**src/rtl/gpioemu_pkg.sv**
```systemverilog
// gpioemu_pkg: register layout shared by the decoder and the banks.
// Assumes at most eight live registers per bank, so a slot index fits in three bits.
package gpioemu_pkg;

    localparam int SLOT_COUNT = 8;
    localparam int SLOT_W     = 3;

    // Live register slots of one bank
    localparam int SL_IDLO   = 0;
    localparam int SL_IDHI   = 1;
    localparam int SL_STATUS = 2;
    localparam int SL_CTRL   = 3;
    localparam int SL_CFGA   = 4;
    localparam int SL_CFGB   = 5;
    localparam int SL_DRIVE  = 6;
    localparam int SL_ENABLE = 7;

    // Bus offset of each slot
    function automatic logic [7:0] slot_offset(input int s);
        case (s)
            SL_IDLO:   return 8'h04;
            SL_IDHI:   return 8'h05;
            SL_STATUS: return 8'h08;
            SL_CTRL:   return 8'h40;
            SL_CFGA:   return 8'h41;
            SL_CFGB:   return 8'h42;
            SL_DRIVE:  return 8'h45;
            default:   return 8'h46;
        endcase
    endfunction

    // Write mask of each slot
    function automatic logic [7:0] slot_mask(input int s);
        case (s)
            SL_STATUS: return 8'h81;
            SL_CTRL:   return 8'h7F;
            SL_CFGA:   return 8'h07;
            SL_CFGB:   return 8'h07;
            SL_DRIVE:  return 8'h3F;
            SL_ENABLE: return 8'h80;
            default:   return 8'h00;
        endcase
    endfunction

    // Reset value of each slot
    function automatic logic [7:0] slot_init(input int s);
        case (s)
            SL_IDLO:   return 8'h10;
            SL_IDHI:   return 8'h05;
            SL_CFGB:   return 8'h04;
            SL_DRIVE:  return 8'h01;
            SL_ENABLE: return 8'h80;
            default:   return 8'h00;
        endcase
    endfunction

    // Write permission of each slot (every live slot is readable)
    function automatic logic slot_writable(input int s);
        return (s != SL_IDLO) && (s != SL_IDHI);
    endfunction

endpackage

```
**src/rtl/gpioemu_decode.sv**
```systemverilog
// gpioemu_decode: checks a request address and splits it into a bank
// index and a live-register slot.
// Assumes PID_BASE is aligned so that its low BANK_W bits are zero.
module gpioemu_decode
    import gpioemu_pkg::*;
#(
    parameter int SLAVE_ID  = 0,
    parameter int PID_BASE  = 8'hC0,
    parameter int NUM_BANKS = 4,
    parameter int LAST_OFF  = 8'h46,
    localparam int BANK_W   = (NUM_BANKS > 1) ? $clog2(NUM_BANKS) : 1
) (
    input  logic [3:0]        sid,
    input  logic [7:0]        pid,
    input  logic [7:0]        off,
    output logic              addr_ok,
    output logic [BANK_W-1:0] bank_sel,
    output logic              slot_hit,
    output logic [SLOT_W-1:0] slot_sel
);

    localparam int PID_LAST = PID_BASE + NUM_BANKS - 1;

    // Range checks on the three address fields
    always_comb begin
        addr_ok = (int'(sid) == SLAVE_ID) &&
                  (int'(pid) >= PID_BASE) && (int'(pid) <= PID_LAST) &&
                  (int'(off) <= LAST_OFF);
        bank_sel = pid[BANK_W-1:0];
    end

    // Find which live slot, if any, the offset names
    always_comb begin
        slot_hit = 1'b0;
        slot_sel = '0;
        for (int s = 0; s < SLOT_COUNT; s++) begin
            if (off == slot_offset(s)) begin
                slot_hit = 1'b1;
                slot_sel = SLOT_W'(s);
            end
        end
    end

endmodule

```
**src/rtl/gpioemu_bank.sv**
```systemverilog
// gpioemu_bank: the live registers of one emulated GPIO peripheral.
// Applies masks, write permissions, the control-to-status side effect and the read gate.
// Assumes the caller asserts wr_stb only for a valid address in this bank.
module gpioemu_bank
    import gpioemu_pkg::*;
(
    input  logic              clk,
    input  logic              rst_n,
    input  logic              wr_stb,
    input  logic              slot_hit,
    input  logic [SLOT_W-1:0] slot_sel,
    input  logic [7:0]        wdata,
    output logic [7:0]        rd_value
);

    logic [7:0] regs [SLOT_COUNT];
    logic       ctrl_wr;
    logic [7:0] ctrl_val;
    logic       mode_copy;

    // Decode a control write and its mode field
    always_comb begin
        ctrl_wr   = wr_stb && slot_hit && (int'(slot_sel) == SL_CTRL);
        ctrl_val  = wdata & slot_mask(SL_CTRL);
        mode_copy = (ctrl_val[5:4] == 2'b01) || (ctrl_val[5:4] == 2'b10);
    end

    for (genvar s = 0; s < SLOT_COUNT; s++) begin : g_slot
        if (!slot_writable(s)) begin : g_ro
            // Read-only slot keeps its reset value
            always_ff @(posedge clk) begin
                regs[s] <= slot_init(s);
            end
        end else if (s == SL_STATUS) begin : g_status
            // Status: direct masked write or bit-0 copy from a control write
            always_ff @(posedge clk) begin
                if (!rst_n)
                    regs[s] <= slot_init(s);
                else if (wr_stb && slot_hit && (int'(slot_sel) == s))
                    regs[s] <= wdata & slot_mask(s);
                else if (ctrl_wr && mode_copy)
                    regs[s] <= {regs[s][7:1], ctrl_val[0]};
            end
        end else begin : g_rw
            // Plain masked read/write register
            always_ff @(posedge clk) begin
                if (!rst_n)
                    regs[s] <= slot_init(s);
                else if (wr_stb && slot_hit && (int'(slot_sel) == s))
                    regs[s] <= wdata & slot_mask(s);
            end
        end
    end

    // Read path gated by the bank enable register
    always_comb begin
        if (regs[SL_ENABLE] == 8'h00 || !slot_hit)
            rd_value = 8'h00;
        else
            rd_value = regs[slot_sel];
    end

    // No register may move in a cycle without a write strobe
    assert_hold_without_write_R5: assert property (@(posedge clk) disable iff (!rst_n)
        !wr_stb |=> (regs[SL_STATUS] == $past(regs[SL_STATUS])) &&
                    (regs[SL_CTRL] == $past(regs[SL_CTRL])) &&
                    (regs[SL_ENABLE] == $past(regs[SL_ENABLE])));

    // A copying control write lands its bit 0 in the status register
    assert_ctrl_copy_R7: assert property (@(posedge clk) disable iff (!rst_n)
        (ctrl_wr && mode_copy) |=> (regs[SL_STATUS][0] == $past(wdata[0])));

    // A non-copying control write leaves the status register alone
    assert_ctrl_keep_R7: assert property (@(posedge clk) disable iff (!rst_n)
        (ctrl_wr && !mode_copy) |=> $stable(regs[SL_STATUS]));

endmodule

```
**src/rtl/gpioemu_regbank.sv**
```systemverilog
// gpioemu_regbank: top of the emulated GPIO register bank.
// Decodes each request, steers writes to one bank and registers a one-cycle response.
// Assumes single-byte requests and that the requester accepts every response.
module gpioemu_regbank
    import gpioemu_pkg::*;
#(
    parameter int SLAVE_ID  = 0,
    parameter int PID_BASE  = 8'hC0,
    parameter int NUM_BANKS = 4,
    parameter int LAST_OFF  = 8'h46
) (
    input  logic       clk,
    input  logic       rst_n,
    input  logic       req_valid,
    input  logic       req_write,
    input  logic [3:0] req_sid,
    input  logic [7:0] req_pid,
    input  logic [7:0] req_off,
    input  logic [7:0] req_wdata,
    output logic       rsp_valid,
    output logic       rsp_error,
    output logic [7:0] rsp_rdata
);

    localparam int BANK_W = (NUM_BANKS > 1) ? $clog2(NUM_BANKS) : 1;

    logic              addr_ok;
    logic [BANK_W-1:0] bank_sel;
    logic              slot_hit;
    logic [SLOT_W-1:0] slot_sel;
    logic [7:0]        bank_rd [NUM_BANKS];
    logic [7:0]        rd_mux;

    gpioemu_decode #(
        .SLAVE_ID (SLAVE_ID),
        .PID_BASE (PID_BASE),
        .NUM_BANKS(NUM_BANKS),
        .LAST_OFF (LAST_OFF)
    ) u_decode (
        .sid     (req_sid),
        .pid     (req_pid),
        .off     (req_off),
        .addr_ok (addr_ok),
        .bank_sel(bank_sel),
        .slot_hit(slot_hit),
        .slot_sel(slot_sel)
    );

    for (genvar b = 0; b < NUM_BANKS; b++) begin : g_bank
        gpioemu_bank u_bank (
            .clk     (clk),
            .rst_n   (rst_n),
            .wr_stb  (req_valid && req_write && addr_ok && (int'(bank_sel) == b)),
            .slot_hit(slot_hit),
            .slot_sel(slot_sel),
            .wdata   (req_wdata),
            .rd_value(bank_rd[b])
        );
    end

    // Pick the read value of the addressed bank
    always_comb begin
        rd_mux = 8'h00;
        for (int b = 0; b < NUM_BANKS; b++) begin
            if (int'(bank_sel) == b)
                rd_mux = bank_rd[b];
        end
    end

    // Register the response one cycle after acceptance
    always_ff @(posedge clk) begin
        if (!rst_n) begin
            rsp_valid <= 1'b0;
            rsp_error <= 1'b0;
            rsp_rdata <= 8'h00;
        end else begin
            rsp_valid <= req_valid;
            rsp_error <= req_valid && !addr_ok;
            rsp_rdata <= (req_valid && !req_write && addr_ok) ? rd_mux : 8'h00;
        end
    end

    // Every request is acknowledged in the next cycle
    assert_ack_next_R2: assert property (@(posedge clk) disable iff (!rst_n)
        req_valid |=> rsp_valid);

    // No acknowledge without a request
    assert_no_spurious_ack_R2: assert property (@(posedge clk) disable iff (!rst_n)
        !req_valid |=> !rsp_valid);

    // A foreign slave identifier always ends in an error
    assert_foreign_sid_R1: assert property (@(posedge clk) disable iff (!rst_n)
        (req_valid && int'(req_sid) != SLAVE_ID) |=> rsp_error);

    // An error response carries no data
    assert_err_no_data_R1: assert property (@(posedge clk) disable iff (!rst_n)
        rsp_error |-> (rsp_rdata == 8'h00));

    // A write response carries no data
    assert_write_no_data_R10: assert property (@(posedge clk) disable iff (!rst_n)
        (req_valid && req_write) |=> (rsp_rdata == 8'h00));

endmodule

```
**config.mk**
```make
export PLATFORM = sky130hd
export DESIGN_NAME = gpioemu_regbank
export DESIGN_NICKNAME = d
export VERILOG_FILES = /design/src/rtl/gpioemu_pkg.sv /design/src/rtl/gpioemu_decode.sv /design/src/rtl/gpioemu_bank.sv /design/src/rtl/gpioemu_regbank.sv
export SDC_FILE = /design/constraint.sdc
export NUM_CORES = 1
export LEC_CHECK = 0
export ABC_CLOCK_PERIOD_IN_PS = 4200
export BUFFER_PORTS_ARGS = -buffer_cell sky130_fd_sc_hd__buf_2
export CORE_MARGIN = 2
export CORE_UTILIZATION = 30
export CTS_CLUSTER_SIZE = 24
export DETAILED_ROUTE_END_ITERATION = 12
export GPL_TIMING_DRIVEN = 0
export SLEW_MARGIN = 20
export SYNTH_ARGS = -nofsm -noshare
export SYNTH_HDL_FRONTEND = slang
export SYNTH_HIERARCHICAL = 1
export SYNTH_SLANG_ARGS = --single-unit
```
**constraint.sdc**
```tcl
create_clock -name clk -period 4.2 [get_ports clk]
set_input_delay 0.84 -clock clk [delete_from_list [all_inputs] [get_ports clk]]
set_output_delay 0.84 -clock clk [all_outputs]
set_load 0.02 [all_outputs]
```
==> summary.txt, run 1 <==
Die
  – Die Y-Extent: 138 um
  – Site Rows: 49
  – Initial core utilization: 30.3%
  – DIE AREA: 19,100 um2
  – I/O pins: 42
  – Die X-Extent: 138 um
  – Core area: 17,800 um2

Finish
  – Cell Count, Final, Fillers Out: 780
  – Ant diodes: 0
  – Commonest non-fill, non-tap cell in the layout: edfxtp_1
  – Ratio of cells with drive above 1 in the final layout: 18.1%
  – Area added between synthesis and finish: 15.3%
  – Post-route cell area: 6210 um2
  – # nets final: 578
  – Most frequent cells in the layout: edfxtp_1, and2_1, buf_2, nand2_1, nor2_1

Global route
  – Grt total ovfl: 0
  – Largest net degree at the start of global routing: 39
  – Total GRT Usage: 14.6%
  – Vias in the first global route: 4,088
  – Global-route wire length before repair: 21,700 um
  – Initial antenna violation count: 0

Yosys
  – Synth Instances: 494
  – Asr flop ratio synth: 0%
  – Syn. warnings: 6
  – Mapped Nets: 526
  – Number of synthesized flops with an enable pin: 88
  – Seq/Total Area, Yosys: 52.7%
  – Synth unique cells: 43
  – Complex-gate fraction of the synthesized area: 10.4%
  – Synth Register Bits: 98
  – Post-Synth XOR/XNOR Area: 0.812%
  – Mapped Area: 5390 um2
  – Post-synthesis simple-gate area fraction: 25.7%
  – Synth Area per Inst: 10.9 um2
  – Adder-cell share of the synthesized area: 0%
  – Mux share of post-synthesis cell area: 5.73%
  – Combinational family with the most area after synthesis: simple AND/OR/NAND/NOR gates
  – Most used DFF post-synth: edfxtp_1

Clock tree
  – Worst-Skew Late Latency: 0.36 ns
  – Number of setup buffers added after CTS: 0
  – CTS Buf Count: 9
  – CTS hold repair buffers: 0
  – Clk sinks: 98
  – Clock-pin slew on the worst setup and hold paths: 0.06 ns
  – # resized after CTS: 0
  – H-tree depth: 3
  – Maximum clock path buffer count: 2
  – Root buf cell: clkbuf_16
  – CTS tree: done

STA
  – Hold Vio Cnt, Final: 0
  – Unrepaired setup endpoints after global routing: false
  – Fmax: 249 MHz
  – Final setup margin: 0.179 ns
  – Period utilisation layout: 95.7%
  – Final setup viols: 0
  – Setup Skew: 0.00713 ns
  – Max-slew violation count: 0
  – Fin Setup TNS: 0 ns
  – Worst-Margin Slew: 1.09 ns
  – Rel. slew slack: 26.3%
  – Fin crit period: 4.02 ns

Worst setup path
  – Critical path type: input pin to register
  – Critical Path Source Type: input pin
  – CP Capture Type: register
  – Biggest fanout along the worst timing path: 10
  – Crit path DAT: 4.00 ns
  – CP Data Required Time: 4.18 ns

Place
  – Dpl cell area: 5900 um2
  – DPL Wire Length: 9850 um
  – Post-Place Cells: 764
  – Routability cong.: 0.823
  – Worst slack, placed: -0.112 ns
  – IO buf count: 38

Power and ir drop
  – Leakage power: 2.24 nW
  – Internal power: 1.64 mW
  – Peak supply drop: 0.000215 V
  – Switch share: 21.9%
  – Net switching power: 0.457 mW
  – PD cells: 337 nW/um2
  – Register share of total power: 53.4%
  – Comb power frac: 6.1%
  – Clock power frac: 40.5%

Job
  – Max Cap Viol: 0

Worst hold path
  – Min-Delay Path Class: input pin to register

Detailed routing
  – Final wirelength: 13,800 um
  – Remaining routing DRC violations: 0
  – Vias: 4,092
  – Wire length per cell: 17.7 um
  – Routed Antenna Nets: 0
  – Number of vias per cell: 5.25
  – Drt first pass iters: 5
  – DRT iter0 DRCs: 443

Run status
  – Status: complete, no violations
power by group through the flow:
stage | registers, mW | logic, mW | clock network (mW)
6_report | 1.12 | 0.128 | 0.847
5_1_grt | 1.12 | 0.141 | 0.905
4_1_cts | 1.12 | 0.128 | 0.870
3_5_place_dp | 1.14 | 0.128 | 0
3_3_place_gp | 1.14 | 0.122 | 0
2_1_floorplan | 1.13 | 0.0699 | 0
area by class of cell:
cell class                 instances  area (um2)
multi-input combinational        354        2310
timing repair buffer              41         216
clock inverter                     3        18.8
tap                              229         287
sequential                        98        2840
fill                            1785       11600
clock buffer                      13         293
buffer                            21         171
inverter                          21        78.8
synthesized netlist by cell type, types with 7 or more instances:
| cell | number | area, um2 |
|---|---|---|
| edfxtp_1 | 88 | 2640 |
| and2_1 | 61 | 382 |
| nand2_1 | 36 | 135 |
| nor2_1 | 33 | 124 |
| o21ai_0 | 24 | 120 |
| inv_1 | 21 | 78.8 |
| nor3_1 | 21 | 105 |
| a21oi_1 | 17 | 85.1 |
| nand3_1 | 15 | 75.1 |
| nor4_1 | 15 | 93.8 |
| buf_4 | 14 | 105 |
| nor2b_1 | 14 | 87.6 |
| nand2b_1 | 13 | 81.3 |
| a31oi_1 | 12 | 75.1 |
| dfxtp_1 | 10 | 200 |
| a22oi_1 | 8 | 60.1 |
| mux2i_1 | 8 | 80.1 |
| mux4_2 | 7 | 158 |
state kept, by name (all words and copies together) (netlist names):
name,flops
g_bank.u_bank/regs,88
rsp_error,1
rsp_valid,1
rsp_rdata,8
routing by layer:
| metal | part of all wire (%) | global-route usage (%) | vias to the layer above |
|---|---|---|---|
| li1 | - | - | 1944 |
| met1 | 46 | 20.1 | 1980 |
| met2 | 45 | 22.9 | 154 |
| met3 | 7.2 | 3.50 | 14 |
| met4 | 1.4 | 4.62 | 0 |
| met5 | 0 | 0 | - |
final timing paths:
check                                                  from                     endpoint  slack [ns]  depth (start not counted)
worst max register to register  g_bank[1].u_bank/regs[7][7]                 rsp_rdata[0]        2.56                          5
worst min-delay path                              req_valid                    rsp_valid        0.77                          2
worst max-delay path                             req_off[6]  g_bank[0].u_bank/regs[3][2]        0.18                          8
worst min register to register  g_bank[0].u_bank/regs[3][6]                 rsp_rdata[6]        0.85                          4
worst max-delay path: stages:
cell and delay, ns:
buf_2 0.14, or2b_1 0.28, or3b_1 0.36, a21oi_1 0.76, buf_6 0.23, buf_4 0.17
nand3_1 0.21, o21ai_0 0.99
per-stage QoR:
step	utilization [%]	hold WS, ns	total power, mW
2_1_floorplan	-	0.751	1.20
3_3_place_gp	33.0	0.838	1.26
3_5_place_dp	33.2	0.828	1.27
4_1_cts	35.0	0.762	2.12
5_1_grt	35.0	0.780	2.17
6_report	35.0	0.772	2.09
cell families (layout without fill, tap and decap cells):
logic type             count (synthesis)  count (layout)
buffers and inverters                 42              99
AO/OA/AOI/OAI                         87              87
XOR/XNOR                               5               5
multiplexers                          20              20
AND/OR/NAND/NOR                      242             242
flip-flops                            98              98
(Power assumes the default switching activity.)
==> inputs of run 2 (changes only) <==
ABC_AREA = 1   (was default)
==> run 2 against run 1 <==
Worst hold slack got worse by 0.034 ns. Critical path depth grew 4. Clock-buffer cell count is 3 lower. Non-clock buffer count shrank 8. Fmax increased by 24%. Wire length decreased by 0.33%. Global-route usage is 0.13 points lower. Sequential cell count unchanged. Critical path type unchanged. Register-to-register slack better by 0.35 ns. Clock skew down 0.0019 ns. Via count is 14% higher. Core utilization up 0.44 points.
==> summary.txt, run 2 <==
Worst setup path
  – CP Data Required Time: 4.17 ns
  – Crit Reg-Reg Startpoint: g_bank[2].u_bank/regs[7][7]
  – FF-to-FF setup slack: 2.91 ns
  – Critical path type: input pin to register
  – Critical Path Source Type: input pin
  – CP Launch Point: req_off[7]
  – CP Capture Type: register
  – Biggest fanout along the worst timing path: 7
  – Crit path DAT: 3.23 ns

Finish
  – # nets final: 774
  – Post-layout util: 35.4%
  – Ratio of cells with drive above 1 in the final layout: 15.4%
  – Layout filler cell count: 1,906
  – Area added between synthesis and finish: 14.8%
  – Most flops, register: g_bank.u_bank/regs
  – Max reg flops: 88
  – Commonest non-fill, non-tap cell in the layout: nor2_1
  – Cell Count, Final, Fillers Out: 975
  – Post-route cell area: 6420 um2
  – Ant diodes: 0
  – Biggest registers after layout: g_bank.u_bank/regs x88, rsp_rdata x8
  – Most frequent cells in the layout: nor2_1, nand2_1, edfxtp_1, inv_1, nand3_1

Yosys
  – Post-Synth XOR/XNOR Area: 0.626%
  – Mux share of post-synthesis cell area: 0%
  – Top post-synthesis cells by area: edfxtp_1, nor2_1, nand2_1
  – Asr flop ratio synth: 0%
  – Most common cell in the netlist: nor2_1
  – Mapped Area: 5590 um2
  – Number of synthesized flops with an enable pin: 88
  – Synth Register Bits: 98
  – Complex-gate fraction of the synthesized area: 4.74%
  – Mapped Nets: 723
  – Most used DFF post-synth: edfxtp_1
  – Synth unique cells: 25
  – Leading area contributor after synthesis: edfxtp_1
  – Syn. warnings: 6
  – Combinational family with the most area after synthesis: simple AND/OR/NAND/NOR gates
  – Synth Area per Inst: 8.10 um2
  – Seq/Total Area, Yosys: 50.8%
  – Post-synthesis simple-gate area fraction: 35.0%
  – Adder-cell share of the synthesized area: 0%
  – Synth top cells by count: nor2_1, nand2_1, edfxtp_1
  – Area fraction of the dominant cell type after synthesis: 47.2%
  – Synth Instances: 691

Detailed routing
  – Drt first pass iters: 8
  – DRT iter0 DRCs: 354
  – Final wirelength: 13,700 um
  – Routed Antenna Nets: 0
  – Remaining routing DRC violations: 0
  – Vias: 4,645
  – Wire length per cell: 14.1 um
  – Number of vias per cell: 4.76

STA
  – Max-slew violation count: 0
  – Unrepaired setup endpoints after global routing: false
  – Fmax: 307 MHz
  – Final setup margin: 0.945 ns
  – Fin Setup TNS: 0 ns
  – Setup Skew: 0.00527 ns
  – Final setup viols: 0
  – Min Hold Slack: 0.737 ns
  – Hold Vio Cnt, Final: 0
  – Worst-Margin Slew: 1.03 ns
  – Rel. slew slack: 30.6%
  – Period utilisation layout: 77.5%
  – Fin crit period: 3.25 ns

Clock tree
  – Root buf cell: clkbuf_16
  – CTS hold repair buffers: 0
  – Worst-Skew Late Latency: 0.35 ns
  – Clock-pin slew on the worst setup and hold paths: 0.07 ns
  – # resized after CTS: 0
  – Maximum clock path buffer count: 2
  – CTS Buf Count: 9
  – Number of setup buffers added after CTS: 0
  – H-tree depth: 3
  – Clk sinks: 98
  – CTS tree: done

Power and ir drop
  – PD cells: 341 nW/um2
  – Leakage power: 2.79 nW
  – Peak supply drop: 0.000179 V
  – Total power: 2.19 mW

Die
  – I/O pins: 42
  – Initial core utilization: 30.8%
  – Die Y-Extent: 141 um
  – Die X-Extent: 141 um
  – Site Rows: 49
  – DIE AREA: 19,800 um2
  – Core area: 18,100 um2

Place
  – Routability cong.: 0.875
  – Post-Place Cells: 960
  – Dpl cell area: 6090 um2
  – IO buf count: 39
  – Worst slack, placed: 0.609 ns
  – DPL Wire Length: 10,100 um

Worst hold path
  – Min-Delay Path Class: input pin to register
  – Hold Path Origin: req_valid

Global route
  – Grt total ovfl: 0
  – Vias in the first global route: 4,497
  – Largest net degree at the start of global routing: 22
  – Total GRT Usage: 14.5%
  – Global-route wire length before repair: 22,500 um
  – Initial antenna violation count: 0

Job
  – Max Cap Viol: 0

Run status
  – Status: complete, no violations
## run 2: cell count changes after synthesis, moves of 12 or more
| cell | change |
|---|---|
| nor4_1 | -15 |
| nand2_1 | +105 |
| and2_1 | -61 |
| nor2_1 | +128 |
| nand3_1 | +51 |
| buf_4 | -12 |
| nor2b_1 | -14 |
| nor3_1 | -12 |
| inv_1 | +61 |
| nand2b_1 | -13 |
| nand2_2 | +16 |
| inv_2 | +16 |
## run 2: critical path, stage by stage
cell and delay, ns:
buf_2 0.10, inv_2 0.06, nand2_2 0.06, nor2_4 0.16, nand2_2 0.10, inv_2 0.05
nor2_1 0.03, nor2_1 0.15, nand3_1 0.23, nor3_1 0.22, nand2_1 0.30, o21ai_0 0.91
## run 2: kinds of logic (layout without fill, tap and decap cells)
logic type / count (synthesis) / after routing
AO/OA/AOI/OAI: 48 / 48
XOR/XNOR: 4 / 4
AND/OR/NAND/NOR: 429 / 429
buffers and inverters: 112 / 167
flip-flops: 98 / 98
## run 2: where the power goes
group	leakage [nW]	switching, mW	internal, mW
Clock	0.161	0.349	0.579
Sequential	0.923	0.0132	1.10
Combinational	1.70	0.106	0.0412
## run 2: layer usage
metal,wire (um),track usage (%)
met1,6600,20.1
met2,6110,22.9
met3,786,3.15
met4,228,4.16
met5,0,0
## run 2: path summary, 6_finish.rpt
| kind | end | cells after the start |
|---|---|---|
| max | g_bank[0].u_bank/regs[3][3] | 12 |
| min | rsp_valid | 3 |
| max reg2reg | rsp_rdata[2] | 8 |
| min reg2reg | rsp_rdata[6] | 6 |
## run 2: area by class of cell
type / instances / area (um2) / share of cell area (%)
clock inverter: 5 / 103 / 1.60
timing repair buffer: 40 / 210 / 3.27
sequential: 98 / 2840 / 44.3
clock buffer: 10 / 229 / 3.57
tap: 229 / 287 / 4.46
inverter: 98 / 368 / 5.73
multi-input combinational: 481 / 2260 / 35.2
buffer: 14 / 124 / 1.93
